File: src/rtl/spi_lock_pkg.sv
package spi_lock_pkg;
    localparam logic [7:0] OP_WREN   = 8'h06;
    localparam logic [7:0] OP_WRLOCK = 8'hE5;
    localparam logic [7:0] OP_RDLOCK = 8'hE8;

    localparam int OPC_BITS      = 8;
    localparam int WR_FRAME_BITS = 40;
    localparam int RD_HDR_BITS   = 32;
    localparam int CNT_W         = 6;

    localparam int BIT_WLOCK = 0;
    localparam int BIT_LDOWN = 1;

    typedef logic [1:0] lock_fld_t;
endpackage

File: src/rtl/spi_lock_shifter.sv
module spi_lock_shifter
    import spi_lock_pkg::*;
#(
    parameter int N_SECT   = 16,
    parameter int SECT_LSB = 16,
    localparam int SW      = $clog2(N_SECT)
) (
    input  logic             clk,
    input  logic             rst_n,
    input  logic             cs_n,
    input  logic             sck,
    input  logic             mosi,
    output logic             cs_rise,
    output logic             sck_fall,
    output logic [CNT_W-1:0] frame_len,
    output logic [7:0]       opcode,
    output logic [SW-1:0]    wr_sector,
    output lock_fld_t        wr_data,
    output logic             rd_load,
    output logic [SW-1:0]    rd_sector
);
    localparam int FRM_W = OPC_BITS + SECT_LSB + SW;
    localparam logic [CNT_W-1:0] CNT_MAX = '1;

    typedef struct packed {
        logic             cs_s;
        logic             sck_s;
        logic [CNT_W-1:0] cnt;
        logic [7:0]       opc;
        logic [FRM_W-1:0] frm;
    } shf_t;

    shf_t q, d;
    logic sck_rise;

    always_comb begin
        sck_rise = !cs_n && sck && !q.sck_s;
        sck_fall = !cs_n && !sck && q.sck_s;
        cs_rise  = cs_n && !q.cs_s;

        d       = q;
        d.cs_s  = cs_n;
        d.sck_s = sck;
        if (cs_n) begin
            d.cnt = '0;
            d.opc = '0;
        end else if (sck_rise) begin
            d.frm = {q.frm[FRM_W-2:0], mosi};
            if (q.cnt != CNT_MAX)
                d.cnt = q.cnt + CNT_W'(1);
            if (q.cnt == CNT_W'(OPC_BITS - 1))
                d.opc = {q.frm[OPC_BITS-2:0], mosi};
        end

        rd_load   = sck_rise && (q.cnt == CNT_W'(RD_HDR_BITS - 1)) && (q.opc == OP_RDLOCK);
        rd_sector = q.frm[SECT_LSB-1 +: SW];
        wr_sector = q.frm[OPC_BITS+SECT_LSB +: SW];
        wr_data   = q.frm[1:0];
        frame_len = q.cnt;
        opcode    = q.opc;
    end

    always_ff @(posedge clk or negedge rst_n) begin
        if (!rst_n) begin
            q      <= '0;
            q.cs_s <= 1'b1;
        end else begin
            q <= d;
        end
    end
endmodule

File: src/rtl/spi_lock_store.sv
module spi_lock_store
    import spi_lock_pkg::*;
#(
    parameter int N_SECT = 16,
    localparam int SW    = $clog2(N_SECT)
) (
    input  logic                   clk,
    input  logic                   rst_n,
    input  logic                   cs_rise,
    input  logic [CNT_W-1:0]       frame_len,
    input  logic [7:0]             opcode,
    input  logic [SW-1:0]          wr_sector,
    input  lock_fld_t              wr_data,
    input  logic                   busy,
    output logic [N_SECT-1:0][1:0] lock_fields,
    output logic                   wel,
    output logic [N_SECT-1:0]      inhibit
);
    typedef struct packed {
        logic                   wel;
        logic [N_SECT-1:0][1:0] lock;
    } sto_t;

    sto_t q, d;
    logic              wr_ok;
    logic              wren_ok;
    logic [N_SECT-1:0] upd;

    assign wren_ok = cs_rise && (opcode == OP_WREN) && (frame_len == CNT_W'(OPC_BITS));
    assign wr_ok   = cs_rise && (opcode == OP_WRLOCK) && (frame_len == CNT_W'(WR_FRAME_BITS))
                     && q.wel && !busy;

    for (genvar i = 0; i < N_SECT; i++) begin : g_sect
        assign upd[i]     = wr_ok && (wr_sector == SW'(i)) && !q.lock[i][BIT_LDOWN];
        assign inhibit[i] = q.lock[i][BIT_WLOCK];
    end

    always_comb begin
        d = q;
        if (wren_ok)
            d.wel = 1'b1;
        if (wr_ok)
            d.wel = 1'b0;
        for (int i = 0; i < N_SECT; i++) begin
            if (upd[i])
                d.lock[i] = wr_data;
        end
    end

    always_ff @(posedge clk or negedge rst_n) begin
        if (!rst_n)
            q <= '0;
        else
            q <= d;
    end

    assign lock_fields = q.lock;
    assign wel         = q.wel;
endmodule

File: src/rtl/spi_sector_lock.sv
module spi_sector_lock
    import spi_lock_pkg::*;
#(
    parameter int N_SECT   = 16,
    parameter int SECT_LSB = 16
) (
    input  logic              clk,
    input  logic              rst_n,
    input  logic              spi_cs_n,
    input  logic              spi_sck,
    input  logic              spi_mosi,
    input  logic              array_busy,
    output logic              spi_miso,
    output logic [N_SECT-1:0] sector_inhibit
);
    localparam int SW = $clog2(N_SECT);

    logic                   cs_rise;
    logic                   sck_fall;
    logic [CNT_W-1:0]       frame_len;
    logic [7:0]             opcode;
    logic [SW-1:0]          wr_sector;
    lock_fld_t              wr_data;
    logic                   rd_load;
    logic [SW-1:0]          rd_sector;
    logic [N_SECT-1:0][1:0] lock_fields;
    logic                   wel;

    spi_lock_shifter #(.N_SECT(N_SECT), .SECT_LSB(SECT_LSB)) u_shift (
        .clk       (clk),
        .rst_n     (rst_n),
        .cs_n      (spi_cs_n),
        .sck       (spi_sck),
        .mosi      (spi_mosi),
        .cs_rise   (cs_rise),
        .sck_fall  (sck_fall),
        .frame_len (frame_len),
        .opcode    (opcode),
        .wr_sector (wr_sector),
        .wr_data   (wr_data),
        .rd_load   (rd_load),
        .rd_sector (rd_sector)
    );

    spi_lock_store #(.N_SECT(N_SECT)) u_store (
        .clk         (clk),
        .rst_n       (rst_n),
        .cs_rise     (cs_rise),
        .frame_len   (frame_len),
        .opcode      (opcode),
        .wr_sector   (wr_sector),
        .wr_data     (wr_data),
        .busy        (array_busy),
        .lock_fields (lock_fields),
        .wel         (wel),
        .inhibit     (sector_inhibit)
    );

    typedef struct packed {
        logic [7:0] sr;
        logic       miso;
    } rd_t;

    rd_t rd_q, rd_d;

    always_comb begin
        rd_d = rd_q;
        if (spi_cs_n) begin
            rd_d = '0;
        end else if (rd_load) begin
            rd_d.sr = {6'b000000, lock_fields[rd_sector]};
        end else if (sck_fall) begin
            rd_d.miso = rd_q.sr[7];
            rd_d.sr   = {rd_q.sr[6:0], 1'b0};
        end
    end

    always_ff @(posedge clk or negedge rst_n) begin
        if (!rst_n)
            rd_q <= '0;
        else
            rd_q <= rd_d;
    end

    assign spi_miso = rd_q.miso;
endmodule

File: config.mk
export PLATFORM = sky130hd
export DESIGN_NAME = spi_sector_lock
export DESIGN_NICKNAME = d
export VERILOG_FILES = /design/src/rtl/spi_lock_pkg.sv /design/src/rtl/spi_lock_shifter.sv /design/src/rtl/spi_lock_store.sv /design/src/rtl/spi_sector_lock.sv
export SDC_FILE = /design/constraint.sdc
export NUM_CORES = 1
export LEC_CHECK = 0
export ABC_AREA = 1
export ABC_CLOCK_PERIOD_IN_PS = 3200
export BUFFER_PORTS_ARGS = -buffer_cell sky130_fd_sc_hd__buf_2
export CAP_MARGIN = 20
export CORE_MARGIN = 2
export CORE_UTILIZATION = 37
export CTS_CLUSTER_SIZE = 8
export DETAILED_ROUTE_END_ITERATION = 6
export GPL_ROUTABILITY_DRIVEN = 0
export MAX_ROUTING_LAYER = met4
export PLACE_DENSITY = 0.5
export REMOVE_ABC_BUFFERS = 1
export SLEW_MARGIN = 20
export SYNTH_ARGS = -nofsm -noshare
export SYNTH_HDL_FRONTEND = slang
export SYNTH_SLANG_ARGS = --single-unit
File: constraint.sdc
create_clock -name clk -period 3.2 [get_ports clk]
set_input_delay 0.16 -clock clk [delete_from_list [all_inputs] [get_ports clk]]
set_output_delay 0.16 -clock clk [all_outputs]
set_load 0.02 [all_outputs]
======== Word-level counts from Yosys, hierarchy flattened ========
Index checks and enable logic that the tools add are counted.
word-level totals
  latch bits .............................. 0
  bits in registers ....................... 86
  output and inout bits ................... 17
  memories ................................ 0
  word-level logic and storage cells ...... 140
  bits in read-only memories .............. 0
  memory bits (writable) .................. 0
cells by class
  bitwise logic cells ..................... 1
  divide/modulo/power cells ............... 0
  $lt $le $gt $ge ......................... 1
  add/subtract/negate cells ............... 1
  multiplexer cells ....................... 12
  multiply operators ...................... 0
  shift operators ......................... 0
  reductions and logical operators ........ 77
  equal/unequal tests ..................... 24
operators by type and width
  operator             number
  $logic_and 1x1->1    45
  $mux 42              1
  $eq 4x4->1 const B   8
  $logic_not 1->1      21
  $mux 9               2
  $eq 4x3->1 const B   4
  $eq 8x8->1 const B   2
  $mux 8               2
  $mux 14              1
  $reduce_bool 2->1    5
  $bmux 2 s4           1
  $eq 4x2->1 const B   2
  $eq 8x3->1 const B   1
  $reduce_and 2->1     4
  $add 6x1->6 const B  1
  $eq 6x3->1 const B   1
  $eq 6x4->1 const B   1
  $eq 6x5->1 const B   1
  $eq 6x6->1 const B   1
  $mux 6               1
  $ne 6x6->1 const B   1
  $lt 4x5->1 const B   1
  $eq 4x1->1 const B   1
  $logic_not 4->1      1
  5 further kinds      7

======== Depth between registers and ports, before layout ========
Gate-level depths: netlist of run 1.
  word-level depth ........................ 8
  gate-level depth with buffers ........... 10
  gate-level depth less buffers ........... 10

======== By module ========
From an unflattened synthesis of run 1, not the netlist that was laid out.
unflattened totals
  cells, all modules ...................... 594
  area total of the unflattened synthesis .. 4575.6 um^2
modules (own cells, without submodules)
  module            cells an instance  seq. area each (um^2)  times used  area an instance (um^2)
  spi_lock_shifter  239                1102.3                 1           2035.7
  spi_lock_store    234                825.8                  1           1796.7
  spi_sector_lock   121                225.2                  1           743.2

======== Worst setup path after synthesis of run 1 ========
Ideal clock, no wire load.
  kind .................................... reg-to-reg
  start ................................... register u_shift.q (netlist bit u_shift.frame_len[0])
  end ..................................... register u_store.q (netlist bit u_store.inhibit[10])
  stages on the path, launching flop included .. 9
  clock period less this slack ............ 1.500 ns
  data arrival time ....................... 1.387 ns
  buffers on the path ..................... 1
  setup time .............................. 0.113 ns
  setup slack ............................. 1.700 ns
  required time ........................... 3.087 ns
  path through ............................ dfrtp_1 > inv_1 > ha_1 > nand4_1 > nor3_4 > buf_4 > nand4_1 > nand2_1 > inv_1
on the way
  word-level cells in the longest chain between the ends .. 6
RTL lines
  item                            line                    source
  start, declared                 spi_lock_shifter.sv:33  shf_t q, d;
  $eq 6x6->1                      spi_lock_store.sv:30    assign wr_ok = cs_rise && (opcode == OP_WRLOCK) && (frame_len == CNT_W'(WR_FRAME_BITS))
  $logic_and 1x1->1               spi_lock_store.sv:30
  $logic_and 1x1->1 (2 in a row)  spi_lock_store.sv:31    && q.wel && !busy;
  $logic_and 1x1->1 (2 in a row)  spi_lock_store.sv:34    assign upd[i] = wr_ok && (wr_sector == SW'(i)) && !q.lock[i][BIT_LDOWN];
  end signal, assigned            spi_lock_store.sv:52    q <= '0;
  end signal, assigned            spi_lock_store.sv:54    q <= d;
  end, declared                   spi_lock_store.sv:24    sto_t q, d;
Every way passes these cells.
A chain may end at the register's enable or synchronous reset.

======== Worst setup path in the final report of run 1 ========
  start ................................... register u_shift.q (netlist bit u_shift.rd_sector[0])
  end ..................................... register rd_q[2] (netlist bit)
on the way
  word-level cells in the longest chain between the ends .. 4
RTL lines
  item                          line                   source
  $bmux 2 s4                    spi_sector_lock.sv:71  rd_d.sr = {6'b000000, lock_fields[rd_sector]};
  $mux 2 (implied by the code)  spi_sector_lock.sv:71
  $mux 8                        spi_sector_lock.sv:70  end else if (rd_load) begin
  $mux 9                        spi_sector_lock.sv:68  if (spi_cs_n) begin
  end signal, assigned          spi_sector_lock.sv:82  rd_q <= rd_d;
  end, declared                 spi_sector_lock.sv:64  rd_t rd_q, rd_d;
Every way passes these cells. The select of a mux whose other input is x is not followed.

==> results of run 1 <==
[sequential cells by signal, summed over array words and instances (netlist names)]
signal / count
rd_q: 8
spi_miso: 1
u_shift.frame_len: 6
u_shift.opcode: 8
u_shift.q: 20
u_shift.rd_sector: 4
u_shift.wr_data: 2
u_shift.wr_sector: 4
u_store.inhibit: 16
u_store.lock_fields: 16
u_store.wel: 1
[Yosys cell counts]
library cell,count
inv_1,56
buf_4,21
nor4_1,2
nor3_1,18
nand3_2,11
o32ai_1,1
buf_6,2
and3_1,1
nand3_1,37
o31ai_1,1
o21bai_1,16
dfstp_2,1
nor3_4,1
a21oi_1,11
o21ai_0,34
nor2_1,16
buf_2,5
clkinv_1,4
inv_2,1
nor3_2,2
dfrtp_1,85
ha_1,2
nand4_1,19
nand2_1,166
clkbuf_1,8
[cell families after synthesis]
logic type	after synthesis
AOI/OAI and AO/OA	63
DFF	86
adders and majority gates	2
buffers and inverters	97
and+or+nand+nor	273
[final cells by class]
type                            count  area (um^2)
Clock inverter                      6         87.6
Tap cell                          143          179
Timing Repair Buffer               30          180
Multi-Input combinational cell    338         1630
Fill cell                        1160         6640
Clock buffer                        9          225
Sequential cell                    86         2150
Inverter                           61          229
[worst min-delay path: stages]
cell	delay, ps
buf_2	80
nand2_1	70
o21ai_0	70
[metal layers]
metal | track usage [%] | vias to the layer above
li1 | - | 1677
met1 | 23.3 | 1628
met2 | 24.9 | 66
met3 | 2.62 | 13
met4 | 6.75 | 0
met5 | - | -
[power groups by stage]
| stage | sequential (W) | combinational, W | clock, W |
|---|---|---|---|
| floorplan | 0.00125 | 0.000198 | 0 |
| global placement | 0.00127 | 0.000298 | 0 |
| detailed placement | 0.00127 | 0.000304 | 0 |
| CTS | 0.00125 | 0.000308 | 0.00114 |
| global route | 0.00127 | 0.000348 | 0.00119 |
| finish | 0.00125 | 0.000303 | 0.00112 |
[repair_timing]
action	CTS	global route
endpoints found under the hold margin	46	0
buffers inserted	0	0
hold buffers	3	0
[worst paths after layout]
path                                                    to  slack [ps]  cells after the start
setup / recovery                       rd_q[2]$_DFFE_PN0P_        1190                      9
hold / removal              u_shift.wr_data[0]$_DFFE_PN0P_          80                      3
setup reg to reg                       rd_q[2]$_DFFE_PN0P_        1190                      9
hold reg to reg                   u_shift.q[4]$_DFFE_PN0P_         470                      2
max in group asynchronous          u_shift.q[43]$_DFF_PN1_        2050                      3
min in group asynchronous  u_store.inhibit[11]$_DFFE_PN0P_         370                      2
[through the flow]
stage          util (%)  hold WS (ps)  total power [W]  cells  instance area (um^2)
2_1_floorplan         -          -136          0.00145    485                  4010
3_3_place_gp       38.4           202          0.00157    655                  4340
3_5_place_dp       38.4           204          0.00158    655                  4340
4_1_cts            41.4          86.4          0.00270    673                  4690
5_1_grt            41.4           115          0.00281    673                  4690
6_report           41.4          83.1          0.00267    673                  4690
==> flow_summary_export.csv, run 1 <==
group,metric,value,unit
route,first_pass_iters,5,
final_layout,nets,534,
timing,drv_slew,0,
clocking,cts_tree,"built",
global_routing,grt_pass1_vias,3283,
synthesis,ys_ff_latch,86,
outcome,status,"complete, no violations",
power_and_ir_drop,p_leak,2.21,nW
critical_path,crit_top_cell,"nand2_1",
synthesis,synth.mux.area_fraction,0,%
clocking,cts.repair.resized,0,
synthesis,synth.top_cell.area_share,50.1,%
global_routing,grt_max_degree,47,
final_layout,drive_gt1_share,11.1,%
synthesis,synthCells,521,
route,avgViaCountPerCell,5.03,
power_and_ir_drop,internal-power,0.00194,W
placement,dp_hpwl,6.51,mm
timing,setup_tns,0,ps
synthesis,synth_simple_gate_area_share,29.3,%
critical_path,crit_chain,"clkinv_1 -> nand2_1 -> nand3_1 -> nand3_1 -> nand3_1 -> nand2_1 -> nand2_1 -> nand2_1 -> nand2_1",
global_routing,overflow,0,
placement,port_buffers,22,
placement,pre_cts_slack,1250,ps
route,highest_layer,"met4",
timing,max_freq,498,MHz
timing,fin_crit_sh,62.7,%
route,vias,3384,
final_layout,area.growth.synth_to_final,10.3,%
power_and_ir_drop,p_sw,0.000732,W
floorplanning,coreArea,0.0113,mm^2
critical_path,max_stage_delay,800,ps
global_routing,antenna_found_initial,0,
clocking,cts-root-buf,"clkbuf_16",
power_and_ir_drop,clock_power_share,41.7,%
route,drt_iter0_drc,216,
floorplanning,start_util,37.5,%
clocking,h-tree-depth,3,
route,met1_length,4.83,mm
final_layout,n_antenna_cell,0,
global_routing,grt_usage,16.8,%
floorplanning,fp.dieH,111,um
critical_path,path_max_fanout,26,
synthesis,yosys.area.top_type,"dfrtp_1",
power_and_ir_drop,p_per_area,570,mW/mm^2
critical_path,path_class,"register to register",
global_routing,grt_pass1_wl,16.2,mm
power_and_ir_drop,switching_share,27.4,%
critical_path,crit_start,"u_shift.rd_sector[0]$_DFFE_PN0P_",
synthesis,yosys.area_share.adder,0.589,%
clocking,clk_path_buf_depth,2,
timing,worstMarginPinSlew,706,ps
critical_path,path_delay_family,"flip-flops",
critical_path,critPathLaunchType,"register",
route,post_drt_wl_per_cell,14.3,um
route,wl_met2,4.29,mm
synthesis,synth.distinct_cells,25,
floorplanning,io_pins,23,
critical_path,r2r_start,"u_shift.rd_sector[0]$_DFFE_PN0P_",
final_layout,final_cell_mix,"nand2_1 (166), dfrtp_1 (85), inv_1 (56)",
power_and_ir_drop,pwr-share-comb,11.3,%
route,wl_met3,354,um
power_and_ir_drop,seqPwrFrac,46.9,%
synthesis,synth_xor_area_share,0,%
critical_path,worstPathArrival,2240,ps
hold_path,hold_class,"input pin to register",
clocking,clock_sink_count,86,
critical_path,path_buf_inv,1,
synthesis,synth.avg_cell_area,8.15,um^2
clocking,clk_pin_slew,60,ps
timing,hold_viol,0,
job,maxCapViolCount,0,
final_layout,layout.cells.most_common,"nand2_1",
synthesis,synth_compound_area_share,8.52,%
synthesis,synthTopCellsByArea,"dfrtp_1 (50%), nand2_1 (15%), inv_1 (4.9%), nand3_1 (4.4%), o21ai_0 (4.0%)",
critical_path,worst_path_max_delay_cell,"dfrtp_1",
synthesis,ys_seq_area_share,50.7,%
hold_path,hold_start,"spi_mosi",
floorplanning,die_area,0.0123,mm^2
power_and_ir_drop,ir_worst_vdd,0.000290,V
route,drc,0,
synthesis,synth_top_family_by_area,"simple AND/OR/NAND/NOR gates",
timing,skew,7.20,ps
timing,finalSetupViolCount,0,
route,ant_nets,0,
critical_path,required,3430,ps
timing,timing.final.ws_setup,1190,ps
synthesis,netlist_area,0.00425,mm^2
timing,timing.final.crit_period,2010,ps
timing,relSlewSlack,53.0,%
synthesis,yosysWarnings,0,
timing,rsz0062_at_grt,"no",
floorplanning,die_w,111,um
clocking,numCtsBuffers,9,
clocking,worst_skew_pair.late_latency,340,ps
route,routed_wl,9.64,mm
critical_path,critPathCaptureType,"register",
floorplanning,std_cell_rows,39,
Power figures use the tool's default switching activity.
==> run 2, diff against run 1 <==
Settings changed: ABC_CLOCK_PERIOD_IN_PS 3200 to 1800, PLACE_DENSITY 0.5 to 0.52.
Clock period 3.2 ns to 1.8 ns, I/O delays scaled along.
==> flow_summary_export.csv, run 2 (synthesis results as in run 1) <==
group,metric,value,unit
route,first_pass_iters,4,
hold_path,hold_start,"spi_mosi",
floorplanning,std_cell_rows,39,
timing,finalSetupViolCount,0,
floorplanning,die_w,111,um
timing,worstMarginPinSlew,471,ps
power_and_ir_drop,p_per_area,949,mW/mm^2
critical_path,path_max_fanout,8,
critical_path,path_class,"register to register",
global_routing,grt_max_degree,37,
clocking,postCtsSetupBuffers,0,
timing,fin_crit_sh,91.6,%
route,drc,0,
final_layout,layout.cells.most_common,"nand2_1",
floorplanning,io_pins,23,
global_routing,grt_usage,16.7,%
timing,skew,8.06,ps
clocking,worst_skew_pair.late_latency,340,ps
final_layout,largest-register,"u_shift.q",
global_routing,overflow,0,
clocking,h-tree-depth,3,
placement,dp_hpwl,6.56,mm
timing,timing.final.crit_period,1650,ps
timing,rsz0062_at_grt,"yes",
final_layout,stdcell_area,0.00475,mm^2
route,avgViaCountPerCell,5.00,
final_layout,n_antenna_cell,0,
final_layout,largest_register_ffs,20,
power_and_ir_drop,ir_worst_vdd,0.000414,V
final_layout,nets,543,
final_layout,final_cell_mix,"nand2_1 (165), dfrtp_1 (84), inv_1 (56)",
timing,max_freq,607,MHz
timing,hold_viol,0,
route,drt_iter0_drc,286,
hold_path,hold_class,"input pin to register",
floorplanning,start_util,37.5,%
critical_path,reg2reg_depth,8,
route,routed_wl,9.48,mm
critical_path,rrSetupSlack,150,ps
clocking,cts_tree,"built",
final_layout,area.growth.synth_to_final,11.8,%
critical_path,critPathLaunchType,"register",
hold_path,holdPathStages,3,
clocking,clk_pin_slew,60,ps
critical_path,required,2080,ps
floorplanning,coreArea,0.0113,mm^2
clocking,clk_path_buf_depth,2,
global_routing,grt_pass1_vias,3237,
route,vias,3407,
final_layout,drive_gt1_share,13.0,%
critical_path,critPathCaptureType,"register",
floorplanning,fp.dieH,111,um
final_layout,nFillCells,1157,
placement,place_area,0.00445,mm^2
critical_path,r2r_start,"u_shift.frame_len[0]$_DFFE_PN0P_",
timing,relSlewSlack,68.4,%
outcome,status,"complete, no violations",
power_and_ir_drop,p_total,0.00451,W
clocking,numCtsBuffers,9,
route,ant_nets,0,
job,maxCapViolCount,0,
clocking,clock_sink_count,86,
critical_path,worstPathArrival,1930,ps
global_routing,antenna_found_initial,0,
placement,port_buffers,22,
power_and_ir_drop,p_leak,2.25,nW
critical_path,crit_start,"u_shift.frame_len[0]$_DFFE_PN0P_",
timing,drv_slew,0,
route,post_drt_wl_per_cell,13.9,um
floorplanning,die_area,0.0123,mm^2
global_routing,grt_pass1_wl,16.0,mm
clocking,cts-root-buf,"clkbuf_16",
==> run 2: changes by cell type in the layout (fill, tap and decap cells not counted) <==
| cell | before | now |
|---|---|---|
| nor2_1 | 15 | 14 |
| dfrtp_2 | 0 | 1 |
| nand2_1 | 166 | 165 |
| buf_12 | 0 | 3 |
| nor2_2 | 1 | 2 |
| nand2_2 | 0 | 1 |
| bufinv_16 | 2 | 0 |
| clkinvlp_4 | 3 | 2 |
| dfrtp_1 | 85 | 84 |
| inv_6 | 0 | 1 |
| buf_4 | 6 | 12 |
| clkinv_4 | 0 | 1 |
==> run 2: report_power, final <==
part / internal (W) / switching (W)
registers: 0.00209 / 0.000112
clock network: 0.000924 / 0.000758
logic: 0.000189 / 0.000433
total: 0.00320 / 0.00130
==> run 2: final cells by class <==
| type | count | area [um^2] | area share [%] |
|---|---|---|---|
| clock inverters | 5 | 37.5 | 0.791 |
| inverters | 61 | 229 | 4.82 |
| well taps | 143 | 179 | 3.77 |
| flip-flops and latches | 86 | 2150 | 45.4 |
| repair buffers | 39 | 285 | 6.01 |
| multi-input cells | 338 | 1640 | 34.5 |
| clock buffers | 9 | 225 | 4.74 |
==> run 2: routing by layer <==
metal / share of wire, % / GRT usage [%] / wire, um
met1: 48 / 22.6 / 4560
met5: 0 / - / 0
met4: 2.0 / 6.50 / 193
met2: 46 / 25.1 / 4360
met3: 3.9 / 3.12 / 368
==> run 2: path summary, 6_finish.rpt <==
check | to
max | rd_q[6]$_DFFE_PN0P_
min | u_shift.wr_data[0]$_DFFE_PN0P_
max reg2reg | rd_q[6]$_DFFE_PN0P_
min reg2reg | rd_q[4]$_DFFE_PN0P_
max in group asynchronous | u_shift.q[43]$_DFF_PN1_
min in group asynchronous | u_store.inhibit[6]$_DFFE_PN0P_
==> run 2: critical path: stages (launching register included) <==
cell and delay, ps:
dfrtp_2 450, ha_1 230, nand2_1 120, nor2_2 80, nand3_1 80, nor2_1 80
nor3_2 370, nand2_1 110, nand2_1 80
==> run 2: what timing repair did <==
action	4_1_cts	5_1_grt
setup endpoints to repair	0	22
hold buffers	3	0
hold endpoints to repair	29	0
gates resized for setup	0	3
==> run 2: through the flow <==
stage / cells / util (%) / setup TNS, ps / worst slack, ps / hold slack, ps
after floorplan: 485 / - / -31090 / -941 / -206
after global placement: 664 / 39.3 / 0 / 157 / 56.8
after detailed placement: 664 / 39.3 / 0 / 32.7 / 55.2
after CTS: 681 / 41.9 / 0 / 18.8 / 13.6
after global routing: 681 / 41.9 / -11.1 / -11.1 / 38.0
final: 681 / 41.9 / 0 / 151 / 14.9
==> run 3, diff against run 2 <==
Settings changed: CAP_MARGIN 20 to 0, PLACE_DENSITY 0.52 to 0.59.
==> flow_summary_export.csv, run 3 (synthesis results as in run 1) <==
group,metric,value,unit
outcome,status,"complete, no violations",
clocking,cts_tree,"built",
final_layout,stdcell_area,0.00480,mm^2
final_layout,final_cell_mix,"nand2_1 (166), dfrtp_1 (84), inv_1 (56)",
critical_path,required,2080,ps
clocking,cts-root-buf,"clkbuf_16",
placement,port_buffers,22,
route,first_pass_iters,4,
final_layout,largest-register,"u_shift.q",
job,maxCapViolCount,0,
global_routing,grt_pass1_wl,15.9,mm
critical_path,r2r-end,"u_shift.frame_len[3]$_DFFE_PN0P_",
floorplanning,die_w,111,um
critical_path,path_max_fanout,7,
timing,finalSetupViolCount,0,
final_layout,layout.cells.most_common,"nand2_1",
timing,relSlewSlack,59.8,%
final_layout,largest_register_ffs,20,
critical_path,crit_chain,"ha_1 -> nand2_1 -> nor2_2 -> nand2_1 -> nand2_1 -> nand2_1 -> inv_1 -> o21ai_0 -> nand2_1 -> nor2_1",
clocking,h-tree-depth,3,
power_and_ir_drop,p_per_area,1010,mW/mm^2
route,post_drt_wl_per_cell,13.7,um
timing,drv_slew,0,
timing,fin_crit_sh,92.1,%
timing,rsz0062_at_grt,"yes",
timing,skew,8.43,ps
critical_path,critPathCaptureType,"register",
placement,dp_hpwl,6.14,mm
timing,worstMarginPinSlew,600,ps
placement,place_area,0.00443,mm^2
timing,holdWs,177,ps
critical_path,reg2reg_depth,10,
power_and_ir_drop,ir_worst_vdd,0.000419,V
clocking,worst_skew_pair.late_latency,350,ps
critical_path,critPathLaunchType,"register",
global_routing,grt_usage,16.5,%
clocking,clk_path_buf_depth,2,
floorplanning,fp.dieH,111,um
clocking,clock_sink_count,86,
final_layout,nFillCells,1126,
floorplanning,std_cell_rows,39,
floorplanning,start_util,37.5,%
critical_path,path_buf_inv,1,
critical_path,r2r_start,"u_shift.frame_len[0]$_DFFE_PN0P_",
route,vias,3391,
floorplanning,io_pins,23,
route,drc,0,
timing,max_freq,603,MHz
final_layout,n_antenna_cell,0,
clocking,numCtsBuffers,9,
timing,timing.final.crit_period,1660,ps
clocking,postCtsSetupBuffers,0,
global_routing,grt_pass1_vias,3238,
route,routed_wl,9.29,mm
route,ant_nets,0,
critical_path,rrSetupSlack,140,ps
floorplanning,coreArea,0.0113,mm^2
final_layout,drive_gt1_share,12.5,%
critical_path,worst_path_max_delay_cell,"dfrtp_2",
route,drt_iter0_drc,225,
hold_path,hold_class,"input pin to asynchronous set/reset pin",
clocking,clk_pin_slew,70,ps
final_layout,nets,540,
global_routing,grt_max_degree,44,
critical_path,path_class,"register to register",
critical_path,crit_top_cell,"nand2_1",
global_routing,antenna_found_initial,0,
floorplanning,die_area,0.0123,mm^2
route,avgViaCountPerCell,4.99,
global_routing,overflow,0,
critical_path,path_delay_family,"simple AND/OR/NAND/NOR gates",
timing,hold_viol,0,
critical_path,max_stage_delay,450,ps
power_and_ir_drop,p_leak,2.26,nW
critical_path,worstPathArrival,1940,ps
final_layout,area.growth.synth_to_final,13.0,%
==> run 3: cell count changes in the layout (fill, tap and decap cells not counted) <==
cell	change
dlygate4sd3_1	+1
buf_4	-5
nand2_2	-1
nand2_1	+1
buf_12	+1
bufinv_16	+2
==> run 3: per-stage QoR <==
step / std cells / setup TNS [ps] / power, W / utilization [%] / setup slack [ps]
final: 680 / 0 / 0.00482 / 42.4 / 143
after global routing: 680 / -31.1 / 0.00507 / 42.4 / -27.5
after CTS: 680 / 0 / 0.00486 / 42.3 / 58.2
after detailed placement: 660 / 0 / 0.00283 / 39.1 / 69.3
after global placement: 660 / 0 / 0.00281 / 39.1 / 176
after floorplan: 485 / -31090 / 0.00258 / - / -941
==> run 3: worst max path at each step <==
stage / from / to / slack [ps] / depth (start not counted)
after floorplan: u_shift.q[42]$_DFF_PN0_ / u_shift.frame_len[2]$_DFFE_PN0P_ / -940 / 5
after global placement: u_shift.frame_len[0]$_DFFE_PN0P_ / u_shift.frame_len[3]$_DFFE_PN0P_ / 180 / 10
after detailed placement: u_shift.frame_len[0]$_DFFE_PN0P_ / u_shift.frame_len[3]$_DFFE_PN0P_ / 70 / 10
after CTS: u_shift.frame_len[0]$_DFFE_PN0P_ / u_shift.frame_len[3]$_DFFE_PN0P_ / 60 / 10
after global routing: u_shift.frame_len[0]$_DFFE_PN0P_ / u_shift.frame_len[3]$_DFFE_PN0P_ / -30 / 10
final: u_shift.frame_len[0]$_DFFE_PN0P_ / u_shift.frame_len[3]$_DFFE_PN0P_ / 140 / 10
==> run 3: timing repair <==
item	4_1_cts	5_1_grt
hold buffers	4	0
endpoints found under the hold margin	64	0
resized for setup	0	2
endpoints found under the setup margin	0	23
==> run 3: final cells by class <==
type	count	area, um^2	share of cell area, %
multi-input cells	338	1630	34.1
well taps	143	179	3.73
repair buffers	36	278	5.79
clock buffers	9	225	4.69
flip-flops and latches	86	2150	44.9
inverters	61	229	4.77
clock inverters	7	97.6	2.03
==> run 3: worst register-to-register path, stage by stage (launching register included) <==
cell and delay [ps]:
dfrtp_2 450, ha_1 230, nand2_1 110, nor2_2 70
nand2_1 110, nand2_1 70, nand2_1 170, inv_1 100
o21ai_0 150, nand2_1 60, nor2_1 70
==> run 3: routing by layer <==
layer  track usage (%)  vias to the layer above  wire, um
li1                  -                     1690         -
met1              21.8                     1600      4370
met2              24.5                       86      4250
met3              3.28                       15       469
met4              8.15                        0       192
met5                 -                        -         0
==> run 3: power by group <==
part / internal [W] / total (W) / switching, W / leakage (nW)
logic: 0.000176 / 0.000605 / 0.000430 / 1.03
clock network: 0.00122 / 0.00202 / 0.000797 / 0.152
registers: 0.00209 / 0.00220 / 0.000111 / 1.09
total: 0.00349 / 0.00482 / 0.00134 / 2.26
